==> src/rtl/hic_pkg.sv <==
package hic_pkg;
  localparam int unsigned REG_AW = 12;
  localparam logic [REG_AW-1:0] OFF_COAL = 12'h004;
  localparam logic [REG_AW-1:0] OFF_MAIN = 12'h008;
  localparam logic [REG_AW-1:0] OFF_MASK = 12'h00C;
  localparam logic [REG_AW-1:0] OFF_DMA  = 12'h010;

  // main bits fed directly by sources
  localparam logic [31:0] MAIN_SRC_BITS = 32'h1600_00CB;
  // main bits that summarise the DMA word (31 rx, 29 err, 27 tx)
  localparam logic [31:0] MAIN_FOLD_BITS = 32'hA800_0000;
  localparam logic [31:0] MAIN_ALL_BITS = MAIN_SRC_BITS | MAIN_FOLD_BITS;

  localparam logic [31:0] DMA_RX_BITS  = 32'h4007_0000;
  localparam logic [31:0] DMA_TX_BITS  = 32'h0000_0043;
  localparam logic [31:0] DMA_ERR_BITS = 32'h8000_0000;
  localparam logic [31:0] DMA_ALL_BITS = DMA_RX_BITS | DMA_TX_BITS | DMA_ERR_BITS;
  localparam int unsigned DMA_HIPRI_POS = 30;

  function automatic logic [31:0] fold_dma(input logic [31:0] d);
    logic [31:0] r;
    r     = '0;
    r[31] = |(d & DMA_RX_BITS);
    r[29] = |(d & DMA_ERR_BITS);
    r[27] = |(d & DMA_TX_BITS);
    return r;
  endfunction

  function automatic logic window_done(input logic [8:0] units_seen,
                                       input logic [8:0] units_set);
    return units_seen >= units_set;
  endfunction
endpackage

==> src/rtl/hic_w1c_reg.sv <==
module hic_w1c_reg #(
  parameter int unsigned W = 32,
  parameter logic [W-1:0] VALID = '1
) (
  input  logic         clk,
  input  logic         rst_n,
  input  logic [W-1:0] set_i,
  input  logic [W-1:0] clr_i,
  output logic [W-1:0] stat_o
);
  logic [W-1:0] stat_q;
  logic [W-1:0] set_eff;

  assign set_eff = set_i & VALID;

  always_ff @(posedge clk) begin
    if (!rst_n) stat_q <= '0;
    else        stat_q <= ((stat_q & ~clr_i) | set_eff) & VALID;
  end

  assign stat_o = stat_q;

  AST_W1C_HOLD: assert property (@(posedge clk) disable iff (!rst_n)
    1'b1 |=> (((stat_q ^ $past(stat_q)) & ~$past(clr_i) & ~$past(set_i)) == '0));
  AST_EVT_WINS: assert property (@(posedge clk) disable iff (!rst_n)
    1'b1 |=> (($past(set_i) & VALID & ~stat_q) == '0));
endmodule

==> src/rtl/hic_coal_timer.sv <==
module hic_coal_timer #(
  parameter int unsigned COAL_W      = 8,
  parameter int unsigned US_PER_UNIT = 32
) (
  input  logic              clk,
  input  logic              rst_n,
  input  logic              pend_i,
  input  logic              tick_i,
  input  logic [COAL_W-1:0] coal_i,
  output logic              expired_o
);
  import hic_pkg::*;
  localparam int unsigned SUB_W = $clog2(US_PER_UNIT);
  localparam logic [SUB_W-1:0] SUB_LAST = SUB_W'(US_PER_UNIT - 1);

  logic [SUB_W-1:0]  sub_q;
  logic [COAL_W-1:0] unit_q;
  logic              expired_q;
  logic              unit_wrap;
  logic [8:0]        units_next;

  assign unit_wrap  = tick_i && (sub_q == SUB_LAST);
  assign units_next = 9'(unit_q) + 9'd1;

  always_ff @(posedge clk) begin
    if (!rst_n || !pend_i) begin
      sub_q     <= '0;
      unit_q    <= '0;
      expired_q <= 1'b0;
    end else if (tick_i && !expired_q) begin
      if (unit_wrap) begin
        sub_q  <= '0;
        unit_q <= unit_q + 1'b1;
        if (window_done(units_next, 9'(coal_i))) expired_q <= 1'b1;
      end else begin
        sub_q <= sub_q + 1'b1;
      end
    end
  end

  assign expired_o = expired_q;

  AST_EXPIRE_ON_TICK: assert property (@(posedge clk) disable iff (!rst_n)
    $rose(expired_q) |-> $past(tick_i));
  AST_EXPIRE_NEEDS_PEND: assert property (@(posedge clk) disable iff (!rst_n)
    expired_q |-> $past(pend_i));
endmodule

==> src/rtl/hostirq_coalescer.sv <==
module hostirq_coalescer #(
  parameter int unsigned COAL_W      = 8,
  parameter int unsigned US_PER_UNIT = 32
) (
  input  logic        clk,
  input  logic        rst_n,
  input  logic [11:0] reg_addr_i,
  input  logic [31:0] reg_wdata_i,
  input  logic        reg_we_i,
  output logic [31:0] reg_rdata_o,
  input  logic [31:0] main_evt_i,
  input  logic [31:0] dma_evt_i,
  input  logic        us_tick_i,
  output logic        irq_o
);
  import hic_pkg::*;

  logic [COAL_W-1:0] coal_q;
  logic [31:0]       mask_q;
  logic [31:0]       main_raw, dma_stat, main_view;
  logic [31:0]       main_clr, dma_clr;
  logic              pending, hipri_hit, coal_zero, window_expired;

  assign main_clr = (reg_we_i && reg_addr_i == OFF_MAIN) ? reg_wdata_i : '0;
  assign dma_clr  = (reg_we_i && reg_addr_i == OFF_DMA)  ? reg_wdata_i : '0;

  hic_w1c_reg #(.W(32), .VALID(MAIN_SRC_BITS)) u_main_stat (
    .clk(clk), .rst_n(rst_n), .set_i(main_evt_i), .clr_i(main_clr), .stat_o(main_raw));

  hic_w1c_reg #(.W(32), .VALID(DMA_ALL_BITS)) u_dma_stat (
    .clk(clk), .rst_n(rst_n), .set_i(dma_evt_i), .clr_i(dma_clr), .stat_o(dma_stat));

  always_ff @(posedge clk) begin
    if (!rst_n) begin
      coal_q <= '0;
      mask_q <= '0;
    end else if (reg_we_i) begin
      if (reg_addr_i == OFF_COAL) coal_q <= reg_wdata_i[COAL_W-1:0];
      if (reg_addr_i == OFF_MASK) mask_q <= reg_wdata_i & MAIN_ALL_BITS;
    end
  end

  assign main_view = main_raw | fold_dma(dma_stat);
  assign pending   = |(main_view & mask_q);
  assign hipri_hit = dma_stat[DMA_HIPRI_POS] && mask_q[31];
  assign coal_zero = (coal_q == '0);

  hic_coal_timer #(.COAL_W(COAL_W), .US_PER_UNIT(US_PER_UNIT)) u_timer (
    .clk(clk), .rst_n(rst_n), .pend_i(pending), .tick_i(us_tick_i),
    .coal_i(coal_q), .expired_o(window_expired));

  assign irq_o = pending && (coal_zero || window_expired || hipri_hit);

  always_comb begin
    case (reg_addr_i)
      OFF_COAL: reg_rdata_o = 32'(coal_q);
      OFF_MAIN: reg_rdata_o = main_view;
      OFF_MASK: reg_rdata_o = mask_q;
      OFF_DMA:  reg_rdata_o = dma_stat;
      default:  reg_rdata_o = '0;
    endcase
  end

  AST_IRQ_NEEDS_PEND: assert property (@(posedge clk) disable iff (!rst_n)
    irq_o |-> ((main_view & mask_q) != '0));
  AST_HIPRI_BYPASS: assert property (@(posedge clk) disable iff (!rst_n)
    (dma_stat[30] && mask_q[31]) |-> irq_o);
  AST_FOLD_RX: assert property (@(posedge clk) disable iff (!rst_n)
    (dma_stat[16] || dma_stat[30]) |-> main_view[31]);
endmodule

==> config.mk <==
export PLATFORM = sky130hd
export DESIGN_NAME = hostirq_coalescer
export DESIGN_NICKNAME = d
export VERILOG_FILES = /design/src/rtl/hic_pkg.sv /design/src/rtl/hic_w1c_reg.sv /design/src/rtl/hic_coal_timer.sv /design/src/rtl/hostirq_coalescer.sv
export SDC_FILE = /design/constraint.sdc
export NUM_CORES = 1
export LEC_CHECK = 0
export BUFFER_PORTS_ARGS = -buffer_cell sky130_fd_sc_hd__buf_2
export CAP_MARGIN = 10
export CORE_UTILIZATION = 50
export CTS_BUF_LIST = sky130_fd_sc_hd__clkbuf_4
export CTS_CLUSTER_SIZE = 30
export DETAILED_ROUTE_END_ITERATION = 6
export GPL_TIMING_DRIVEN = 0
export HOLD_SLACK_MARGIN = 0.03
export MAX_ROUTING_LAYER = met4
export PLACE_DENSITY = 0.88
export SYNTH_ARGS = -nofsm -noshare
export SYNTH_HDL_FRONTEND = slang
export SYNTH_SLANG_ARGS = --single-unit
export TNS_END_PERCENT = 10
==> constraint.sdc <==
create_clock -name clk -period 3.72 [get_ports clk]
set_input_delay 0.744 -clock clk [delete_from_list [all_inputs] [get_ports clk]]
set_output_delay 0.744 -clock clk [all_outputs]
set_load 0.02 [all_outputs]
Yosys cells after proc, flatten, opt, wreduce, memory -nomap -nowiden --
Cells that the tools add are included.
Word-level totals: register bits 73, output and inout port bits 33, logic and storage cells 49
Cells by class: add/subtract/negate cells 3, $lt $le $gt $ge 1, equal/unequal tests 5, mux-type cells 4, bitwise operators 8, reductions and logical operators 20
Operators by type and width (count):
- case mux 32 bit (4 select lines) | 1
- bitwise AND 32 bit | 2
- 2-to-1 mux 32 bit | 1
- NOT 32 bit | 1
- OR 29 x 32 -> 32 bit | 1
- OR 32 bit | 1
- OR reduction 32 bit | 1
- bitwise AND 29 bit | 1
- 2-to-1 mux 29 bit | 1
- NOT 29 bit | 1
- OR 29 bit | 1
- == test 12 x 4 -> 1 bit (second input constant) | 2
- == test 12 x 3 -> 1 bit (second input constant) | 1
- == test 12 x 5 -> 1 bit (second input constant) | 1
- adder 8 x 1 -> 9 bit (second input constant) | 1
- greater-or-equal comparator 9 x 8 -> 1 bit | 1
- adder 8 x 1 -> 8 bit (second input constant) | 1
- logical NOT 8 bit | 1
- logical AND 1 bit | 6
- AND reduction 2 bit | 3
- adder 5 x 1 -> 5 bit (second input constant) | 1
- == test 5 bit (second input constant) | 1
- 2-to-1 mux 5 bit | 1
- OR reduction 4 bit | 1
- other kinds (4) | 8

Depth between registers and ports, before layout --
Gate-level depths: netlist of run 1.
depth in word-level cells 6, depth in mapped cells 9, depth with buffers taken out 9

Cells and area by module --
A second synthesis of run 1 with hierarchy kept.
Unflattened totals: cells, all modules 452, area total of the unflattened synthesis 3898.7 sq um
By module, submodules not included:
- hostirq_coalescer | times used 1, cells an instance 246, area an instance 1981.9 sq um, sequential area each 380.4 sq um
- hic_w1c_reg | times used 2, cells an instance 50, area an instance 521.8 sq um, sequential area each 160.2 sq um
- hic_coal_timer | times used 1, cells an instance 106, area an instance 873.3 sq um, sequential area each 280.3 sq um

Worst setup path after synthesis of run 1 --
Ideal clock, no wire load.
path kind input to output, start point in reg_addr_i[8], end point out reg_rdata_o[0], arrival time 2.168 ns, setup slack 0.808 ns, cell stages on the path 6, cells stage by stage or4_4 -> nor3_4 -> and3b_2 -> buf_6 -> a22o_2 -> a221o_2
On the way: word-level cells in the longest chain between the ends 2, elaborated cells on any way between the ends 5
RTL lines:
- from (decl) | line hostirq_coalescer.sv:7 | input logic [11:0] reg_addr_i,
- == test 12 x 5 -> 1 bit (tied with other cells) | line hostirq_coalescer.sv:55 | case (reg_addr_i)
- case mux 32 bit (4 select lines) * | line hostirq_coalescer.sv:55
- to (decl) | line hostirq_coalescer.sv:10 | output logic [31:0] reg_rdata_o,
Every way passes the cells marked *; elsewhere a longest branch is shown, timed or not.

Final worst setup path of run 1 --
start point in reg_addr_i[8], end point out reg_rdata_o[3]
Same word-level chain as after synthesis.

==> results of run 1 <==
==> power groups by stage <==
stage,Clock [mW],Combinational [mW],Sequential [mW]
finish,0.379,0.0907,0.549
global route,0.402,0.102,0.550
CTS,0.382,0.0892,0.548
detailed placement,0,0.0890,0.560
global placement,0,0.0861,0.559
floorplan,0,0.0492,0.556
==> routing by layer <==
metal  up-vias  share of wire, %
met2       127                45
met4         0               2.6
li1       1221                 -
met5         -                 0
met3        19               8.7
met1      1116                44
==> Yosys cell counts, types with 2 or more instances <==
library cell	n	area share, %
sky130_fd_sc_hd__nor3_4	2	1.2
sky130_fd_sc_hd__xnor2_1	8	2.6
sky130_fd_sc_hd__nor3_1	4	0.74
sky130_fd_sc_hd__o21ai_0	17	3.1
sky130_fd_sc_hd__inv_1	25	3.5
sky130_fd_sc_hd__ha_1	11	5.1
sky130_fd_sc_hd__mux2i_1	19	7.0
sky130_fd_sc_hd__nand2_1	16	2.2
sky130_fd_sc_hd__a221o_2	2	0.83
sky130_fd_sc_hd__clkbuf_1	4	0.56
sky130_fd_sc_hd__buf_6	3	1.2
sky130_fd_sc_hd__a21oi_1	9	1.7
sky130_fd_sc_hd__or3_1	3	0.69
sky130_fd_sc_hd__dfxtp_1	49	36
sky130_fd_sc_hd__o41ai_1	2	0.65
sky130_fd_sc_hd__nand4_1	2	0.46
sky130_fd_sc_hd__nor4_1	3	0.69
sky130_fd_sc_hd__a22oi_1	3	0.83
sky130_fd_sc_hd__a222oi_1	3	1.1
sky130_fd_sc_hd__and3b_2	2	0.74
sky130_fd_sc_hd__buf_4	14	3.9
sky130_fd_sc_hd__nor2_1	16	2.2
sky130_fd_sc_hd__nand3_1	5	0.93
sky130_fd_sc_hd__nand2b_1	2	0.46
sky130_fd_sc_hd__xor2_1	7	2.3
sky130_fd_sc_hd__and2_1	9	2.1
sky130_fd_sc_hd__buf_2	5	0.93
sky130_fd_sc_hd__nor2b_1	20	4.6
sky130_fd_sc_hd__a31oi_1	17	3.9
sky130_fd_sc_hd__a22o_2	7	2.6
==> final cells by class <==
| class | count | share of cell area, % |
|---|---|---|
| plain buffers | 26 | 5.45 |
| clock buffers | 5 | 1.14 |
| clock inverters | 3 | 1.98 |
| inverters | 25 | 2.86 |
| multi-input cells | 218 | 45.6 |
| flip-flops and latches | 49 | 29.9 |
| well taps | 70 | 2.67 |
| repair buffers | 68 | 10.4 |
==> state kept, by name, summed over array words and instances (netlist names) <==
register            cells
u_dma_stat.stat_o       8
coal_q                  8
u_timer.unit_q          8
u_timer.sub_q           5
u_main_stat.stat_o      8
u_timer.expired_o       1
mask_q                 11
==> worst max-delay path, stage by stage <==
cell and delay [ps]:
sky130_fd_sc_hd__buf_2 90, sky130_fd_sc_hd__or4_4 560, sky130_fd_sc_hd__nor3_4 260, sky130_fd_sc_hd__and3_2 230, sky130_fd_sc_hd__buf_2 230, sky130_fd_sc_hd__a222oi_1 140
sky130_fd_sc_hd__inv_1 70, sky130_fd_sc_hd__buf_2 150
==> worst min-delay path by stage <==
stage                            startpoint                 to  slack, ps
after CTS                 u_timer.unit_q[1]  u_timer.unit_q[1]        490
after global placement    u_timer.unit_q[1]  u_timer.unit_q[1]        460
after global routing      u_timer.unit_q[1]  u_timer.unit_q[1]        520
final                     u_timer.unit_q[1]  u_timer.unit_q[1]        490
after detailed placement  u_timer.unit_q[1]  u_timer.unit_q[1]        480
after floorplan            u_timer.sub_q[1]   u_timer.sub_q[1]        450
==> cells by family after synthesis <==
logic type               synth area share [%]
AND/OR/NAND/NOR                          19.6
XOR/XNOR                                 4.86
flip-flops                               36.3
other                                   0.139
buffers and inverters                    10.1
adder cells (fa/ha/maj)                  5.09
AO/OA/AOI/OAI                            16.9
multiplexers                             7.04
==> per-stage QoR <==
step	hold WS, ps	power [mW]	util, %	setup WS (ps)
4_1_cts	494	1.02	63.4	514
6_report	491	1.02	63.4	488
2_1_floorplan	453	0.605	-	808
3_5_place_dp	476	0.649	61.5	515
3_3_place_gp	463	0.645	61.5	523
5_1_grt	518	1.05	63.4	389
==> run summary, run 1 <==
Dividing the detail-routed via count by the number of cells gives 5.35. The post-route netlist has 29.7% of its cells at a drive strength greater than 1. The routed design has 6450 um of wire. For this run, global-route usage on met3 was measured as 4.63%. The number of antenna repair diodes came out at 0. The logs give 0.201 mV for the highest ir drop seen on vdd and 5 for the total CTS buffers. After clock tree synthesis, the repair step resized 0 gates.

The tools report the number of instances in the placed design as 456. Yosys printed 0 warnings. The wire length per cell is 13.9 um, and the I/O pin count is 145. Count of cells along the worst hold path: 2. In the layout the commonest cells are sky130_fd_sc_hd__buf_2 (73), sky130_fd_sc_hd__dfxtp_1 (49), sky130_fd_sc_hd__inv_1 (25).

The power per unit of standard cell area is 311 nW/um^2. The final period demand of the worst path works out to 3230 ps. The share of the clock period used by the worst path after layout works out to 86.9%. The setup skew after layout came out at 21.3 ps. The placed wire-length estimate after detailed placement was 5000 um; the number of cells on the worst reg-to-reg path was 9.

The number of fill cells was 434; the area enclosed by the die boundary was 5700 sq um. For this run, the top clock speed supported by timing is 309 MHz. The logs give 36.3% for the fraction of the yosys area taken by sequential cells and 1500 sq um for the multi-input gate area in the final layout. During placement, the flow inserted port buffers numbering 68.

The vertical die dimension came out at 75.5 um. The startpoint identified for the worst register-to-register timing path is u_timer.unit_q[0]. In this run the number of H-tree levels came out at 2.

The internal power of the cells totals 788 uW. The layout overhead on the synthesized area is 21.4%. Data arrives at the worst endpoint at 2490 ps. The initialized floorplan defines 26 standard-cell rows.

The switching power total was 231 uW. STA classifies the critical path startpoint as an input pin. The cell area that synthesis handed to floorplanning was 2700 sq um. The initial antenna violation count is 0, and the switching part of the total is 22.7%.

The critical path ends at reg_rdata_o[3]. The via count of the first global-routing pass was 2282; the number of synthesized flops with an enable pin was 0. For this run, the post-layout net count is 516. Among all flip-flop cells after synthesis, the most frequent one is sky130_fd_sc_hd__dfxtp_1.

In this run, the clock network consumes 37.2% of the power. For the clock insertion delay at the later pin of the skew report, the log shows 380 ps. For the maximum buffer depth of the clock tree, the log shows 2.

The overall global routing resource usage was 25.2%; the critical path required time was 2980 ps. The largest net degree at the start of global routing is 16, and the effective utilization at floorplan is 52.2%. The logs give 5 for the number of search-and-repair iterations in the first detailed-routing pass and 10300 um for the wire length of the first global-routing pass. The post-cts hold buffer count was 0.

The worst setup path startpoint was reg_addr_i[8]. The run finished with clean final reports. The number of design rule violations left after detail routing is 0.

In the global route stage, met1 resource usage came out at 31.1%. Setup violations remaining at the end of the flow were counted as 0. The min-delay analysis places its worst path in the category flip-flop to flip-flop. With fillers left out, the area of the finished cells amounts to 3280 sq um. The tools report the combinational group share of total power as 8.9%. In this run the clock root is driven by a sky130_fd_sc_hd__clkbuf_4. For this run, asynchronously set or reset flops after synthesis account for 0%. The mean instance size in the synthesized netlist was 8.86 sq um. Width of the chip: 75.5 um. For the sequential cell area in the final layout, the log shows 981 sq um. The layer flagged by global routing as most heavily used is met2. The logs give 2483 for the total vias in the final route and 0 ps for the post-route setup TNS. The count of cells in the finished layout, fillers not included, comes to 464. Summing all placed instances gives a cell area of 3180 sq um.

The largest fanout on the critical path is 10. The critical path in this run is classified as input pin to primary output. The post-CTS setup-driven buffer insertion count is 0. Setup repair after global routing left no endpoint under its margin. Summed over all layers, the global routing overflow is 0.

The setup check on the worst reg-to-reg path leaves a slack of 1570 ps. The synthesized design contains 49 register bits. The most common cell after layout, fill and taps aside was sky130_fd_sc_hd__buf_2. TritonCTS built the clock tree. The endpoint identified for the worst register-to-register timing path is u_timer.expired_o. After clock tree synthesis, the clock-pin slew on the worst setup and hold paths is 120 ps. STA classifies the critical path endpoint as a primary output. The synthesized netlist contains 46 unique library cells. After floorplanning, the core was sized to cover 5170 sq um. The count of routing violations after the opening detailed-route iteration is 189, and the proportion of power drawn by flip-flops and latches is 53.9%.

The final number of max-transition violations is 0, and the leakage dissipation is 1.66 nW. The tools report the global routing usage on met2 as 39.8%. For this design, the sink count on the clock tree is 49. Counting every instance in the synthesized netlist gives 305. The detail route stage leaves a number of antenna-violating nets equal to 0.

Routability congestion estimate: 0.873. The number of failing hold endpoints at the final stage was 0. Max-cap violations in this run came to 0.
(Power assumes the default switching activity.)
==> run 2, diff against run 1 <==
Settings changed: ABC_AREA set to 1.
==> run 2 against run 1 <==
Power is 5.8% lower. Clock-buffer cell count is 1 higher. Combinational power is 10% higher. Critical path depth is 1 higher. Via count is 12% higher. Setup slack better by 270 ps. Clock power is 17% lower. Critical path type unchanged. Largest power group unchanged.
==> run summary, run 2 <==
The vertical die dimension was 75.6 um (+0.16%). The wire length per cell came out at 12.0 um (-14%). The overall global routing resource usage was 25.8% (+0.57 points). The logs give 5120 um (+2.3%) for the placed wire-length estimate after detailed placement and 600 (+16%) for the count of nets after finishing. Highest ir drop seen on vdd: 0.248 mV (+23%). The routability congestion estimate was 0.888 (+1.6%). The tree is rooted in a sky130_fd_sc_hd__clkbuf_4. The critical path capture point type is a primary output. The count of routing violations after the opening detailed-route iteration is 151 (-20%). Setup repair after global routing left no endpoint under its margin. Number of cell rows: 26 (unchanged).

The maximum buffer depth of the clock tree was 2 (unchanged). The critical path required time was 2980 ps (about the same); the number of synthesized flops with an enable pin was 0 (unchanged). The register containing the most flip-flops in the final layout is mask_q. The post-CTS setup-driven buffer insertion count came out at 0 (unchanged). Flip-flop and latch count after synthesis: 49 (unchanged).

The fraction of the yosys area taken by sequential cells was 36.2% (-0.12 points). Number of H-tree branching levels: 2 (unchanged). Count of cells along the worst hold path: 2 (unchanged).

The top cell type's share of synthesized area was 36.2% (-0.12 points). Power per unit of standard cell area: 294 nW/um^2 (-5.3%). The largest total area in the synthesized netlist belongs to sky130_fd_sc_hd__dfxtp_1. Final period demand of the worst path: 2960 ps (-275 ps). The antenna violation net count after detailed routing came out at 0 (unchanged). For the clock sink total, the log shows 49 (unchanged).

The total routed wirelength was 6560 um (+1.7%). The run gives 145 (unchanged) as the I/O pin count. The setup skew after layout came out at 11.9 ps (-9.41 ps).

The flow ran to the end, and the final reports show no timing, DRC or antenna violations. The type of the most critical hold path is flip-flop to flip-flop. The total CTS buffers was 5 (unchanged).

For the number of warnings issued by yosys, the log shows 0 (unchanged). The tools report the total vias in the final route as 2778 (+12%). The logs give 389 (+28%) for the synthesized instance count and 0 (unchanged) for the max-cap violation count. The share of the clock period used by the worst path after layout was 79.5% (-7.4 points); the placeable core area was 5170 sq um (unchanged).

TritonCTS built the clock tree. The number of failing setup endpoints in the final timing report came out at 0 (unchanged). The clock-pin slew reported for the worst setup and hold paths after clock tree synthesis is 130 ps (about the same), and the cell area after synthesis is 2710 sq um (+0.32%). The number of flip-flops in the largest register works out to 11 (unchanged).

The width of the chip was 75.6 um (+0.16%); the largest net degree at the start of global routing was 15 (-1). The final core area utilization is 63.2% (-0.29 points), and the layout overhead on the synthesized area is 20.5%. The count of instances resized after the clock tree is built was 0 (unchanged); the data arrival time at the worst-slack endpoint was 2210 ps (-280 ps). The wire length of the first global-routing pass was 10700 um (+3.8%). The leading cell type by number of instances after synthesis is sky130_fd_sc_hd__nand2_1.

The async set-or-reset flop fraction in the synthesized netlist was 0% (unchanged); the count of cell types in the netlist was 35 (-24%). The number of search-and-repair iterations in the first detailed-routing pass came out at 4 (-1). The most used flip-flop cell after synthesis is sky130_fd_sc_hd__dfxtp_1. Post-route setup TNS: 0 ps (unchanged). The worst setup path is launched from an input pin. The number of cells on the worst reg-to-reg path is 13 (+4). The top cell types in the final layout, fill and taps aside, are sky130_fd_sc_hd__buf_2 (73), sky130_fd_sc_hd__nand2_1 (70), sky130_fd_sc_hd__inv_1 (66).

The largest fanout on the critical path works out to 10 (unchanged). The leakage dissipation was 1.53 nW (-7.9%); the initial antenna violation count was 0 (unchanged). The worst setup path category is input pin to primary output.

The clock insertion delay at the later pin of the skew report came out at 370 ps (about the same). Most common cell after layout, fill and taps aside: sky130_fd_sc_hd__buf_2. The final number of max-transition violations was 0 (unchanged). The share of layout cells above drive strength 1 was 22.4% (-7.3 points). The commonest cells after synthesis are sky130_fd_sc_hd__nand2_1 (70), sky130_fd_sc_hd__inv_1 (66), sky130_fd_sc_hd__a21oi_1 (50). The area enclosed by the die boundary came out at 5720 sq um (+0.32%).

The post-cts hold buffer count is 0 (unchanged), and the number of failing hold endpoints at the final stage is 0 (unchanged). The number of antenna repair diodes is 0 (unchanged). The number of design rule violations left after detail routing is 0 (unchanged), and the count of input and output buffers is 68 (unchanged). The average via count per standard cell is 5.07 (-5.3%), and the mean instance size in the synthesized netlist is 6.97 sq um (-21%). Ranked by total cell area, the synthesized netlist is headed by sky130_fd_sc_hd__dfxtp_1 (36%), sky130_fd_sc_hd__nand2_1 (9.7%), sky130_fd_sc_hd__a21oi_1 (9.2%), sky130_fd_sc_hd__inv_1 (9.1%), sky130_fd_sc_hd__o21ai_0 (5.4%).

The effective utilization at floorplan was 52.4% (+0.17 points); the achievable clock frequency was 338 MHz (+9.3%). The via count of the first global-routing pass is 2535 (+11%). The run gives 0 (unchanged) as the aggregate global routing overflow.
## run 2: stage by stage
step	setup slack, ps	hold WS [ps]	instances	instance area, sq um	power (mW)
after floorplan	1110	437	402	2760	0.613
after global placement	836	448	540	3190	0.652
after detailed placement	775	458	540	3190	0.655
after CTS	759	480	548	3270	0.962
after global routing	563	507	548	3270	0.996
final	763	480	548	3270	0.960
## run 2: cell families (layout without fill, tap and decap cells)
logic type / Yosys count / after routing / synth area share (%)
compound gates: 97 / 97 / 19.2
xor+xnor: 6 / 6 / 1.94
fa+ha+maj: 11 / 11 / 5.08
buf+inv: 90 / 166 / 15.0
flops: 49 / 49 / 36.2
other cells: 1 / 14 / 0.138
simple gates: 135 / 135 / 22.5
## run 2: area by class of cell
type,instances,area (sq um)
Timing Repair Buffer,68,340
Inverter,67,253
Fill cell,462,1910
Clock buffer,6,45.0
Multi-Input combinational cell,263,1370
Sequential cell,49,981
Tap cell,70,87.6
Buffer,23,153
Clock inverter,2,33.8
## run 2: report_power, final
group,leakage (nW),internal (mW),switching [mW]
Sequential,0.400,0.537,0.00780
Clock,0.0433,0.147,0.167
Combinational,1.09,0.0427,0.0575
## run 2: final timing paths
path	start	to	slack, ps
hold reg to reg	mask_q[27]	mask_q[27]	480
hold / removal	mask_q[27]	mask_q[27]	480
setup reg to reg	u_timer.unit_q[0]	u_timer.expired_o	1630
setup / recovery	reg_addr_i[11]	reg_rdata_o[0]	760
## run 2: critical path, stage by stage
cell and delay [ps]:
sky130_fd_sc_hd__buf_2 90, sky130_fd_sc_hd__nor2_1 110, sky130_fd_sc_hd__nand2_2 110, sky130_fd_sc_hd__nor2_4 270, sky130_fd_sc_hd__nand4_1 270, sky130_fd_sc_hd__clkinv_2 200
sky130_fd_sc_hd__nand2_1 70, sky130_fd_sc_hd__o2111ai_1 130, sky130_fd_sc_hd__buf_2 210
## run 2: per-layer routing
metal	up-vias	share of wire [%]	GRT usage, %
li1	1412	-	-
met1	1239	44	30.2
met2	117	48	43.5
met3	10	6.9	4.37
met4	0	1.4	11.3
met5	-	0	-
